`src/rtl/ifl_pkg.sv`:
```
package ifl_pkg;
  typedef enum logic [2:0] {
    TS_RUN        = 3'd0,
    TS_SQUASH     = 3'd1,
    TS_BLOCKED    = 3'd2,
    TS_WAIT_RSP   = 3'd3,
    TS_WAIT_RETRY = 3'd4,
    TS_DONE       = 3'd5
  } thr_state_e;
endpackage

```
`src/rtl/ifl_thread.sv`:
```
module ifl_thread
  import ifl_pkg::*;
#(
  parameter int ADDR_W = 32,
  parameter int LINE_W = 128,
  parameter int SEQ_W  = 3
) (
  input  logic              clk_i,
  input  logic              rst_ni,
  input  logic              squash_i,
  input  logic              stall_i,
  input  logic              miss_fire_i,
  input  logic              miss_accept_i,
  input  logic [ADDR_W-1:0] miss_addr_i,
  input  logic              retry_done_i,
  input  logic              fetch_ok_i,
  input  logic              rsp_valid_i,
  input  logic [SEQ_W-1:0]  rsp_tag_i,
  input  logic [LINE_W-1:0] rsp_data_i,
  output thr_state_e        state_o,
  output logic [SEQ_W-1:0]  next_tag_o,
  output logic [ADDR_W-1:0] line_tag_o,
  output logic              line_valid_o,
  output logic [LINE_W-1:0] line_data_o,
  output logic              rsp_take_o
);
  thr_state_e        st_q, st_d;
  logic [SEQ_W-1:0]  seq_q;

  assign next_tag_o = seq_q + SEQ_W'(1);
  assign rsp_take_o = rsp_valid_i && (st_q == TS_WAIT_RSP) && (rsp_tag_i == seq_q) && !squash_i;
  assign state_o    = st_q;

  always_comb begin
    st_d = st_q;
    if (squash_i)                st_d = TS_SQUASH;
    else if (rsp_take_o)         st_d = stall_i ? TS_BLOCKED : TS_DONE;
    else if (miss_fire_i)        st_d = miss_accept_i ? TS_WAIT_RSP : TS_WAIT_RETRY;
    else if (retry_done_i)       st_d = TS_WAIT_RSP;
    else if (stall_i && st_q != TS_WAIT_RSP && st_q != TS_WAIT_RETRY)
                                 st_d = TS_BLOCKED;
    else if (st_q == TS_BLOCKED || st_q == TS_SQUASH)
                                 st_d = TS_RUN;
    else if (fetch_ok_i)         st_d = TS_RUN;
  end

  always_ff @(posedge clk_i or negedge rst_ni) begin
    if (!rst_ni) begin
      st_q         <= TS_RUN;
      seq_q        <= '0;
      line_tag_o   <= '0;
      line_valid_o <= 1'b0;
      line_data_o  <= '0;
    end else begin
      st_q <= st_d;
      // a squash or a new read retires the outstanding tag
      if (squash_i || miss_fire_i) seq_q <= seq_q + SEQ_W'(1);
      if (miss_fire_i) begin
        line_tag_o   <= miss_addr_i;
        line_valid_o <= 1'b0;
      end else if (rsp_take_o) begin
        line_data_o  <= rsp_data_i;
        line_valid_o <= 1'b1;
      end
    end
  end


  rsp_fill_chk: assert property (@(posedge clk_i) disable iff (!rst_ni)
    rsp_take_o |=> line_valid_o && (state_o == TS_BLOCKED || state_o == TS_DONE));

  squash_state_chk: assert property (@(posedge clk_i) disable iff (!rst_ni)
    squash_i |=> state_o == TS_SQUASH);

  miss_inval_chk: assert property (@(posedge clk_i) disable iff (!rst_ni)
    miss_fire_i |=> !line_valid_o && line_tag_o == $past(miss_addr_i));
endmodule

```
`src/rtl/ifl_retry_slot.sv`:
```
module ifl_retry_slot #(
  parameter int ADDR_W      = 32,
  parameter int TID_W       = 1,
  parameter int SEQ_W       = 3,
  parameter int NUM_THREADS = 2
) (
  input  logic                   clk_i,
  input  logic                   rst_ni,
  input  logic                   capture_i,
  input  logic [ADDR_W-1:0]      cap_addr_i,
  input  logic [TID_W-1:0]       cap_tid_i,
  input  logic [SEQ_W-1:0]       cap_tag_i,
  input  logic                   retry_i,
  input  logic                   accept_i,
  input  logic [NUM_THREADS-1:0] squash_i,
  output logic                   blocked_o,
  output logic                   fire_o,
  output logic [ADDR_W-1:0]      slot_addr_o,
  output logic [TID_W-1:0]       slot_tid_o,
  output logic [SEQ_W-1:0]       slot_tag_o
);
  logic valid_q;
  logic live;

  assign live   = valid_q && !squash_i[slot_tid_o];
  assign fire_o = retry_i && blocked_o && live;

  always_ff @(posedge clk_i or negedge rst_ni) begin
    if (!rst_ni) begin
      valid_q     <= 1'b0;
      blocked_o   <= 1'b0;
      slot_addr_o <= '0;
      slot_tid_o  <= '0;
      slot_tag_o  <= '0;
    end else if (capture_i) begin
      valid_q     <= 1'b1;
      blocked_o   <= 1'b1;
      slot_addr_o <= cap_addr_i;
      slot_tid_o  <= cap_tid_i;
      slot_tag_o  <= cap_tag_i;
    end else begin
      if (valid_q && squash_i[slot_tid_o]) valid_q <= 1'b0;
      // empty slot: a retry only lifts the block
      if (retry_i && blocked_o && (!live || accept_i)) begin
        blocked_o <= 1'b0;
        valid_q   <= 1'b0;
      end
    end
  end


  capture_chk: assert property (@(posedge clk_i) disable iff (!rst_ni)
    capture_i |=> blocked_o && valid_q);

  empty_retry_chk: assert property (@(posedge clk_i) disable iff (!rst_ni)
    retry_i && blocked_o && !valid_q |=> !blocked_o);

  resend_ok_chk: assert property (@(posedge clk_i) disable iff (!rst_ni)
    fire_o && accept_i |=> !blocked_o && !valid_q);
endmodule

```
`src/rtl/ifetch_line_unit.sv`:
```
module ifetch_line_unit
  import ifl_pkg::*;
#(
  parameter int NUM_THREADS = 2,
  parameter int ADDR_W      = 32,
  parameter int LINE_BYTES  = 16,
  parameter int SEQ_W       = 3,
  localparam int TID_W      = (NUM_THREADS > 1) ? $clog2(NUM_THREADS) : 1,
  localparam int LINE_W     = LINE_BYTES * 8,
  localparam int ST_W       = 3
) (
  input  logic                      clk_i,
  input  logic                      rst_ni,
  input  logic                      fetch_valid_i,
  input  logic [TID_W-1:0]          fetch_tid_i,
  input  logic [ADDR_W-1:0]         fetch_pc_i,
  input  logic                      xlate_fault_i,
  input  logic                      irq_pending_i,
  output logic                      fetch_ok_o,
  output logic [LINE_W-1:0]         fetch_line_o,
  output logic                      mem_req_valid_o,
  output logic [ADDR_W-1:0]         mem_req_addr_o,
  output logic [TID_W-1:0]          mem_req_tid_o,
  output logic [SEQ_W-1:0]          mem_req_tag_o,
  input  logic                      mem_req_ready_i,
  input  logic                      mem_retry_i,
  input  logic                      mem_rsp_valid_i,
  input  logic [TID_W-1:0]          mem_rsp_tid_i,
  input  logic [SEQ_W-1:0]          mem_rsp_tag_i,
  input  logic [LINE_W-1:0]         mem_rsp_data_i,
  output logic                      rsp_drop_o,
  input  logic [NUM_THREADS-1:0]    squash_i,
  input  logic [NUM_THREADS-1:0]    stall_i,
  output logic                      cache_blocked_o,
  output logic [NUM_THREADS*ST_W-1:0] thr_state_o
);
  localparam logic [ADDR_W-1:0] OFF_MASK = ADDR_W'(LINE_BYTES - 1);

  thr_state_e        st       [NUM_THREADS];
  logic [SEQ_W-1:0]  ntag     [NUM_THREADS];
  logic [ADDR_W-1:0] ltag     [NUM_THREADS];
  logic              lvalid   [NUM_THREADS];
  logic [LINE_W-1:0] ldata    [NUM_THREADS];
  logic [NUM_THREADS-1:0] rsp_take;

  logic [ADDR_W-1:0] aligned;
  logic              gate, thr_ready, hit, miss_fire;
  logic              slot_fire;
  logic [ADDR_W-1:0] slot_addr;
  logic [TID_W-1:0]  slot_tid;
  logic [SEQ_W-1:0]  slot_tag;

  assign aligned   = fetch_pc_i & ~OFF_MASK;
  assign gate      = cache_blocked_o || (irq_pending_i && fetch_pc_i[1:0] == 2'b00);
  assign thr_ready = (st[fetch_tid_i] == TS_RUN || st[fetch_tid_i] == TS_DONE)
                     && !stall_i[fetch_tid_i] && !squash_i[fetch_tid_i];
  assign hit       = lvalid[fetch_tid_i] && (ltag[fetch_tid_i] == aligned);
  assign fetch_ok_o   = fetch_valid_i && !gate && thr_ready && hit;
  assign miss_fire    = fetch_valid_i && !gate && thr_ready && !hit && !xlate_fault_i;
  assign fetch_line_o = ldata[fetch_tid_i];

  assign mem_req_valid_o = miss_fire || slot_fire;
  assign mem_req_addr_o  = slot_fire ? slot_addr : aligned;
  assign mem_req_tid_o   = slot_fire ? slot_tid  : fetch_tid_i;
  assign mem_req_tag_o   = slot_fire ? slot_tag  : ntag[fetch_tid_i];
  assign rsp_drop_o      = mem_rsp_valid_i && (rsp_take == '0);

  for (genvar t = 0; t < NUM_THREADS; t++) begin : g_thr
    ifl_thread #(.ADDR_W(ADDR_W), .LINE_W(LINE_W), .SEQ_W(SEQ_W)) u_thr (
      .clk_i        (clk_i),
      .rst_ni       (rst_ni),
      .squash_i     (squash_i[t]),
      .stall_i      (stall_i[t]),
      .miss_fire_i  (miss_fire && fetch_tid_i == TID_W'(t)),
      .miss_accept_i(mem_req_ready_i),
      .miss_addr_i  (aligned),
      .retry_done_i (slot_fire && mem_req_ready_i && slot_tid == TID_W'(t)),
      .fetch_ok_i   (fetch_ok_o && fetch_tid_i == TID_W'(t)),
      .rsp_valid_i  (mem_rsp_valid_i && mem_rsp_tid_i == TID_W'(t)),
      .rsp_tag_i    (mem_rsp_tag_i),
      .rsp_data_i   (mem_rsp_data_i),
      .state_o      (st[t]),
      .next_tag_o   (ntag[t]),
      .line_tag_o   (ltag[t]),
      .line_valid_o (lvalid[t]),
      .line_data_o  (ldata[t]),
      .rsp_take_o   (rsp_take[t])
    );
    assign thr_state_o[t*ST_W +: ST_W] = st[t];
  end

  ifl_retry_slot #(.ADDR_W(ADDR_W), .TID_W(TID_W), .SEQ_W(SEQ_W), .NUM_THREADS(NUM_THREADS)) u_slot (
    .clk_i      (clk_i),
    .rst_ni     (rst_ni),
    .capture_i  (miss_fire && !mem_req_ready_i),
    .cap_addr_i (aligned),
    .cap_tid_i  (fetch_tid_i),
    .cap_tag_i  (ntag[fetch_tid_i]),
    .retry_i    (mem_retry_i),
    .accept_i   (mem_req_ready_i),
    .squash_i   (squash_i),
    .blocked_o  (cache_blocked_o),
    .fire_o     (slot_fire),
    .slot_addr_o(slot_addr),
    .slot_tid_o (slot_tid),
    .slot_tag_o (slot_tag)
  );


  blocked_no_new_chk: assert property (@(posedge clk_i) disable iff (!rst_ni)
    cache_blocked_o && mem_req_valid_o |-> mem_retry_i);

  hit_quiet_chk: assert property (@(posedge clk_i) disable iff (!rst_ni)
    fetch_ok_o |-> !mem_req_valid_o);
endmodule

```
`config.mk`:
```
export PLATFORM = sky130hd
export DESIGN_NAME = ifetch_line_unit
export DESIGN_NICKNAME = d
export VERILOG_FILES = /design/src/rtl/ifl_pkg.sv /design/src/rtl/ifl_thread.sv /design/src/rtl/ifl_retry_slot.sv /design/src/rtl/ifetch_line_unit.sv
export SDC_FILE = /design/constraint.sdc
export NUM_CORES = 1
export LEC_CHECK = 0
export ABC_AREA = 1
export BUFFER_PORTS_ARGS = -buffer_cell sky130_fd_sc_hd__buf_2
export CAP_MARGIN = 20
export CORE_MARGIN = 2
export CORE_UTILIZATION = 50
export DETAILED_ROUTE_END_ITERATION = 8
export PLACE_DENSITY = 0.73
export SLEW_MARGIN = 20
export SYNTH_ARGS = -nofsm -noshare
export SYNTH_HDL_FRONTEND = slang
export SYNTH_HIERARCHICAL = 1
export SYNTH_SLANG_ARGS = --single-unit
```
`constraint.sdc`:
```
create_clock -name clk_i -period 2.5 [get_ports clk_i]
set_input_delay 0 -clock clk_i [delete_from_list [all_inputs] [get_ports clk_i]]
set_output_delay 0 -clock clk_i [all_outputs]
set_load 0.01 [all_outputs]
```
==> metrics.md, run 1 <==
| Metric | Value |
|---|---|
| Status | `complete, but fails checks` |
| Failing checks | `negative hold slack` |
| Max layer used | `met4` |
| Area fraction of the dominant cell type after synthesis | `slightly above 50%` |
| Headroom to the max-slew limit | `approximately 40%` |
| Slowest-stage cell, CP | `dfrtp_1` |
| Final period util | `approximately 94%` |
| Die height | `~190 microns` |
| Max-slew violations | `0` |
| Vias in the first global route | `17670` |
| Top post-synthesis cells by area | `dfrtp_1, nand2_1, buf_6, inv_1, nand2_2` |
| WL final | `roughly 53 mm` |
| FMAX | `425.8 MHz` |
| Sink Count | `around 370` |
| Max-Cap Viols | `0` |
| DRT iter0 DRCs | `about 1100` |
| Critical path startpoint category | `flip-flop` |
| Total CTS buffers | `41` |
| Via count | `around 17000` |
| Chip width | `just under 200 microns` |
| Initial Util | `just over 50%` |
| Final hold vios | `1` |
| Crit path kind | `flip-flop to primary output` |
| Synth Warn # | `6` |
| CP max stage delay | `390 ps` |
| CP arrival | `between 2000 and 2500 ps` |
| Pre-antenna DRT Iters | `5` |
| First-pass GRT wire length | `between 80 and 90 mm` |
| Maximum vdd drop | `between 0.8 and 0.9 mV` |
| WP data required | `2500 ps` |
| Static leakage | `roughly 14 nW` |
| Clock transition at path regs | `around 60 ps` |
| Antenna-violating nets left | `0` |
| Met2 WL | `25.53 mm` |
| Cell Area, Placed | `around 20000 sq um` |
| Ports | `351` |
| Skew final | `around 21 ps` |
| Setup violators final | `0` |
| Clock buffer depth | `3` |
| Root buf cell | `clkbuf_16` |
| Core Box Area | `between 30000 and 40000 sq um` |
| Antenna violations before repair | `4` |
| Largest net degree at the start of global routing | `84` |
| I/O Buffers | `approximately 350` |
| Rows | `69` |
| Fill cells | `between 3000 and 4000` |
| Nets | `~3200` |
| Post-synthesis sequential area ratio | `51.62%` |
| Post-Route Setup TNS | `0 ps` |
| Layout cells sized above 1 | `a little under a fifth` |
| Power Dens Cells | `between 800 and 900 nW/um^2` |
| Worst Path Max Fanout | `26` |
| Area Overhead vs Synth | `28.90%` |
| Synthesis-stage register bit count | `about 370` |
| Routed wire length per instance | `15.40 microns` |
| Count of cell types in the netlist | `30` |
| Met1 wire length | `between 20 and 25 mm` |
| Global route total overflow | `0` |
| Commonest non-fill, non-tap cell in the layout | `nand2_1` |
| Worst R2R Setup Slack | `around 190 ps` |
| Area of the mapped netlist | `around 18000 sq um` |
| Die area | `about 38000 sq um` |
| Worst min-delay path category | `input port to async pin` |
| Mean Syn Cell Area | `between 7 and 8 sq um` |
| # H-tree levels | `2` |
| Synth Instances | `2468` |
| GP Congestion | `between 0.8 and 0.9` |
| Register area | `roughly 9300 sq um` |
| Unrepaired setup endpoints after global routing | `true` |
| Worst hold slack | `-3.510 ps` |
| Multi-input gate area | `~7500 sq um` |
| Crit-path cells | `buf_4 -> nand2_1 -> nor3b_2 -> buf_4 -> nand2_1 -> o21ai_0 -> buf_2` |
| R2R cell count | `18` |
| Most frequent cells in the layout | `nand2_1, dfrtp_1, buf_2` |
| Cell taking the most area after synthesis | `dfrtp_1` |
| DR vias/cell | `roughly 5` |
| Tot GR Track Use | `between 20 and 30%` |
| Post-DP HPWL | `32.87 mm` |
| Design Area, Final | `23250 sq um` |
| Met3 WL | `about 4.3 mm` |
| # DRC | `0` |
| Crit end category | `primary output` |
| Least-Margin Pin Slew | `approximately 900 ps` |
| Fin crit period | `2348 ps` |
| Clock Latency Late Sink | `approximately 540 ps` |
| CTS tree | `yes` |
metal layers:
layer,GRT usage (%),vias to the layer above
met2,47.61,685
li1,-,8389
met5,0,-
met3,6.488,156
met1,34.41,8187
met4,12.71,0
worst max-delay path, delay by kind of cell, from the launching register on:
| kind | cells | cell delay, ps |
|---|---|---|
| and+or+nand+nor | 3 | 480 |
| buffers and inverters | 3 | 740 |
| DFF | 1 | 390 |
| AOI/OAI and AO/OA | 1 | 210 |
flip-flops by register name, indices dropped and copies added (netlist names):
| register | flops |
|---|---|
| g_thr.u_thr/line_data_o | 256 |
| g_thr.u_thr/line_tag_o | 64 |
| u_slot/slot_addr_o | 32 |
| g_thr.u_thr/seq_q | 6 |
| g_thr.u_thr/state_o | 6 |
| u_slot/slot_tag_o | 3 |
| g_thr.u_thr/line_valid_o | 2 |
| u_slot/blocked_o | 1 |
| u_slot/slot_tid_o | 1 |
| u_slot/valid_q | 1 |
cell families after synthesis:
kind of cell | share of synthesized area [%]
and+or+nand+nor | 39.57
AOI/OAI and AO/OA | 1.159
adders and majority gates | 0.1387
DFF | 51.62
buffers and inverters | 7.201
other | 0.02079
xor gates and xnor gates | 0.2914
repair_timing:
action                     CTS  global route
hold buffers               165             0
gates resized for setup      0            11
setup buffers                0             7
hold endpoints to repair   729             0
setup endpoints to repair    0           293
synth_stat cells (all sizes together):
| cell | n |
|---|---|
| buf | 85 |
| a31oi | 3 |
| nand3 | 49 |
| inv | 96 |
| nor3 | 5 |
| nor2 | 48 |
| dfrtp | 372 |
| xor2 | 4 |
| nand3b | 4 |
| nand4 | 3 |
| conb | 1 |
| ha | 2 |
| clkbuf | 36 |
| clkinv | 2 |
| a21oi | 3 |
| nor3b | 1 |
| o21ai | 35 |
| or2 | 3 |
| nand2 | 1714 |
| xnor2 | 2 |
metrics by stage:
| step | hold WS, ps | setup slack, ps | power (mW) | cells | utilization, % |
|---|---|---|---|---|---|
| 2_1_floorplan | -295.6 | 370.9 | 11.19 | 2479 | - |
| 3_3_place_gp | -29.24 | 115.5 | 12.67 | 3224 | 56.60 |
| 3_5_place_dp | -27.05 | 57.27 | 12.90 | 3224 | 56.60 |
| 4_1_cts | 2.529 | 53.39 | 18.99 | 3455 | 64.83 |
| 5_1_grt | 50.37 | -20.87 | 20.09 | 3468 | 65.35 |
| 6_report | -3.510 | 151.6 | 18.93 | 3469 | 65.35 |
report_power, final:
part / switching [mW] / leakage [nW] / internal, mW
sequential: 0.925 / 4.94 / 7.65
combinational: 2.68 / 8.21 / 1.86
clock: 2.37 / 0.636 / 3.45
total: 5.97 / 13.8 / 13.0
final cells by class:
class | count | area share [%]
diodes | 5 | 0.05382
clock buffers | 55 | 5.027
clock inverters | 11 | 0.4629
inverters | 98 | 1.625
multi-input cells | 1888 | 32.29
flip-flops and latches | 372 | 40.05
well taps | 461 | 2.481
repair buffers | 579 | 18.02
path summary, 6_finish.rpt:
kind	startpoint	to
max reg2reg	g_thr[0].u_thr/line_tag_o[7]	g_thr[1].u_thr/line_data_o[86]
min	rst_ni	u_slot/slot_addr_o[16]
max in group asynchronous	rst_ni	g_thr[0].u_thr/line_data_o[90]
min in group clk_i	mem_rsp_tag_i[2]	g_thr[0].u_thr/state_o[2]
min reg2reg	g_thr[0].u_thr/line_tag_o[25]	g_thr[0].u_thr/line_tag_o[25]
max	u_slot/blocked_o	mem_req_addr_o[5]
Power figures use the tool's default switching activity.
==> run 2, diff against run 1 <==
--- a/config.mk
+++ b/config.mk
@@ -8,10 +8,12 @@
 export ABC_AREA = 1
 export BUFFER_PORTS_ARGS = -buffer_cell sky130_fd_sc_hd__buf_2
 export CAP_MARGIN = 20
+export CELL_PAD_IN_SITES_DETAIL_PLACEMENT = 1
+export CELL_PAD_IN_SITES_GLOBAL_PLACEMENT = 2
 export CORE_MARGIN = 2
-export CORE_UTILIZATION = 50
+export CORE_UTILIZATION = 31
 export DETAILED_ROUTE_END_ITERATION = 8
-export PLACE_DENSITY = 0.73
+export PLACE_DENSITY_LB_ADDON = 0.1
 export SLEW_MARGIN = 20
 export SYNTH_ARGS = -nofsm -noshare
 export SYNTH_HDL_FRONTEND = slang
==> run 2 against run 1 <==
The run now ends clean. Wire length is 22% higher. Design area rose by 4.3%. Clock skew decreased by 4.0 ps. First-iteration DRC count down 34%. Register-to-register slack better by 20 ps. Sequential share of layout area shrank 1.6 points.
==> metrics.md, run 2 (synthesis results as in run 1) <==
| Metric | Value |
|---|---|
| Most frequent cells in the layout | `nand2_1, dfrtp_1, buf_2` |
| I/O Buffers | `348` |
| FMAX | `~410 MHz` |
| WL final | `approximately 65 mm` |
| Chip width | `about 250 microns` |
| Status | `finished clean` |
| Power Dens Cells | `approximately 800 nW/um^2` |
| Multi-input gate area | `~7500 sq um` |
| CP arrival | `~2400 ps` |
| Initial Util | `between 30 and 40%` |
| DRT iter0 DRCs | `between 700 and 800` |
| Commonest non-fill, non-tap cell in the layout | `nand2_1` |
| GP Congestion | `a little under 0.8` |
| Worst path most repeated cell | `nand2_1` |
| Post-DP HPWL | `between 40 and 50 mm` |
| # DRC | `0` |
| Global route total overflow | `0` |
| Most used routing layer | `met2` |
| Headroom to the max-slew limit | `about two fifths` |
| CTS tree | `yes` |
| Static leakage | `approximately 14 nW` |
| Total CTS buffers | `47` |
| Core Box Area | `57590 sq um` |
| Crit end category | `primary output` |
| Ports | `roughly 350` |
| Worst hold slack | `approximately 47 ps` |
| Clock Latency Late Sink | `580 ps` |
| Unrepaired setup endpoints after global routing | `true` |
| Nets | `between 3000 and 4000` |
| Top Registers | `g_thr.u_thr/line_data_o: 256 flops, g_thr.u_thr/line_tag_o: 64 flops, u_slot/slot_addr_o: 32 flops` |
| Met2 Use GR | `a little under two fifths` |
| Skew final | `between 15 and 20 ps` |
| Fill cells | `about 7000` |
| Root buf cell | `clkbuf_16` |
| Layout cells sized above 1 | `18.72%` |
| Worst min-delay path category | `input port to flip-flop` |
| Biggest register | `g_thr.u_thr/line_data_o` |
| Max-slew violations | `0` |
| Slowest-stage cell, CP | `dfrtp_1` |
| Antenna violations before repair | `8` |
| Die height | `245.2 microns` |
| Setup violators final | `0` |
| Crit-path cells | `nand2_1 -> nand2_1 -> nor3b_2 -> buf_4 -> o21ai_0 -> buf_2` |
| Met3 Use GR | `roughly 4.5%` |
| Maximum vdd drop | `between 0.4 and 0.5 mV` |
| DR vias/cell | `between 4 and 5` |
| Routed wire length per instance | `17.17 microns` |
| Pre-antenna DRT Iters | `5` |
| Clock transition at path regs | `~60 ps` |
| Crit path kind | `flip-flop to primary output` |
| Fin crit period | `around 2400 ps` |
| # H-tree levels | `2` |
| WP data required | `roughly 2500 ps` |
| Final period util | `between 90% and 100%` |
| Register area | `between 9000 and 10000 sq um` |
| Clock buffer depth | `3` |
| Rows | `88` |
| Global Route met1 Usage | `27.62%` |
| Area Overhead vs Synth | `34.38%` |
| Critical path startpoint category | `flip-flop` |
| Sink Count | `between 300 and 400` |
| CP max stage delay | `around 400 ps` |
| Vias in the first global route | `roughly 18000` |
| First-pass GRT wire length | `102.0 mm` |
| Least-Margin Pin Slew | `about 890 ps` |
| Max FFs per register | `about 260` |
| Placed cells | `~3500` |
| Worst Path Max Fanout | `25` |
| Die area | `between 60000 and 70000 sq um` |
| Antenna-violating nets left | `0` |
| Final hold vios | `0` |
| Design Area, Final | `24240 sq um` |
| Tot GR Track Use | `between 20% and 30%` |
| Finished Layout Cells | `3804` |
| Via count | `between 15000 and 20000` |
| Cell Area, Placed | `about 21000 sq um` |
| Largest net degree at the start of global routing | `78` |
| Max-Cap Viols | `0` |
## run 2: cell types whose count changed in the layout (fill, tap and decap cells not counted), sizes merged
cell | before | now
buf | 412 | 425
bufinv | 2 | 0
clkbuf | 57 | 74
clkinv | 10 | 7
clkinvlp | 1 | 0
dlygate4sd3 | 165 | 168
inv | 96 | 100
## run 2: final timing paths
kind	slack, ps	to	from	depth (start not counted)
min reg2reg	470	g_thr[1].u_thr/line_data_o[6]	g_thr[1].u_thr/line_data_o[6]	2
min	50	g_thr[0].u_thr/state_o[0]	mem_rsp_tag_i[1]	8
max	70	mem_req_tid_o	u_slot/slot_tid_o	6
max in group asynchronous	1950	g_thr[0].u_thr/line_data_o[90]	rst_ni	3
max reg2reg	210	g_thr[0].u_thr/line_data_o[57]	g_thr[0].u_thr/line_tag_o[7]	18
min in group asynchronous	110	u_slot/slot_addr_o[14]	rst_ni	3
## run 2: through the flow
| stage | total power, mW | worst slack, ps | TNS (ps) | utilization, % |
|---|---|---|---|---|
| after floorplan | 11.19 | 370.9 | 0 | - |
| after global placement | 12.92 | 53.91 | 0 | 36.21 |
| after detailed placement | 13.14 | -20.46 | -100.8 | 36.21 |
| after CTS | 19.82 | 27.94 | 0 | 41.57 |
| after global routing | 20.91 | -89.34 | -380.9 | 42.08 |
| final | 19.49 | 68.62 | 0 | 42.09 |
## run 2: area by class of cell
type | instances | area share, %
Antenna cell | 5 | 0.05163
Sequential cell | 372 | 38.41
Inverter | 98 | 1.580
Tap cell | 765 | 3.949
Clock buffer | 67 | 5.410
Timing Repair Buffer | 600 | 19.32
Multi-Input combinational cell | 1888 | 31.03
Clock inverter | 9 | 0.2478
## run 2: critical path, delay by kind of cell, from the launching register on
family                 cells  cell delay, ps
AO/OA/AOI/OAI              1             300
buffers and inverters      2             600
AND/OR/NAND/NOR            3             540
flip-flops                 1             400
## run 2: per-layer routing
metal	share of wire [%]	up-vias
met4	1.9	6
met2	48	280
met5	0.054	-
met3	4.6	86
met1	46	8283
li1	-	8447
## run 2: where the power goes
group	switching [mW]	internal (mW)	leakage (nW)
combinational	2.77	1.88	8.43
sequential	0.918	7.65	4.94
clock	2.66	3.61	0.677
## run 2: what timing repair did
item,CTS,global route
gates cloned,0,7
setup endpoints to repair,5,252
hold buffers,169,0
resized for setup,2,14
setup buffers,0,4
hold endpoints to repair,727,0
pin swaps,0,3
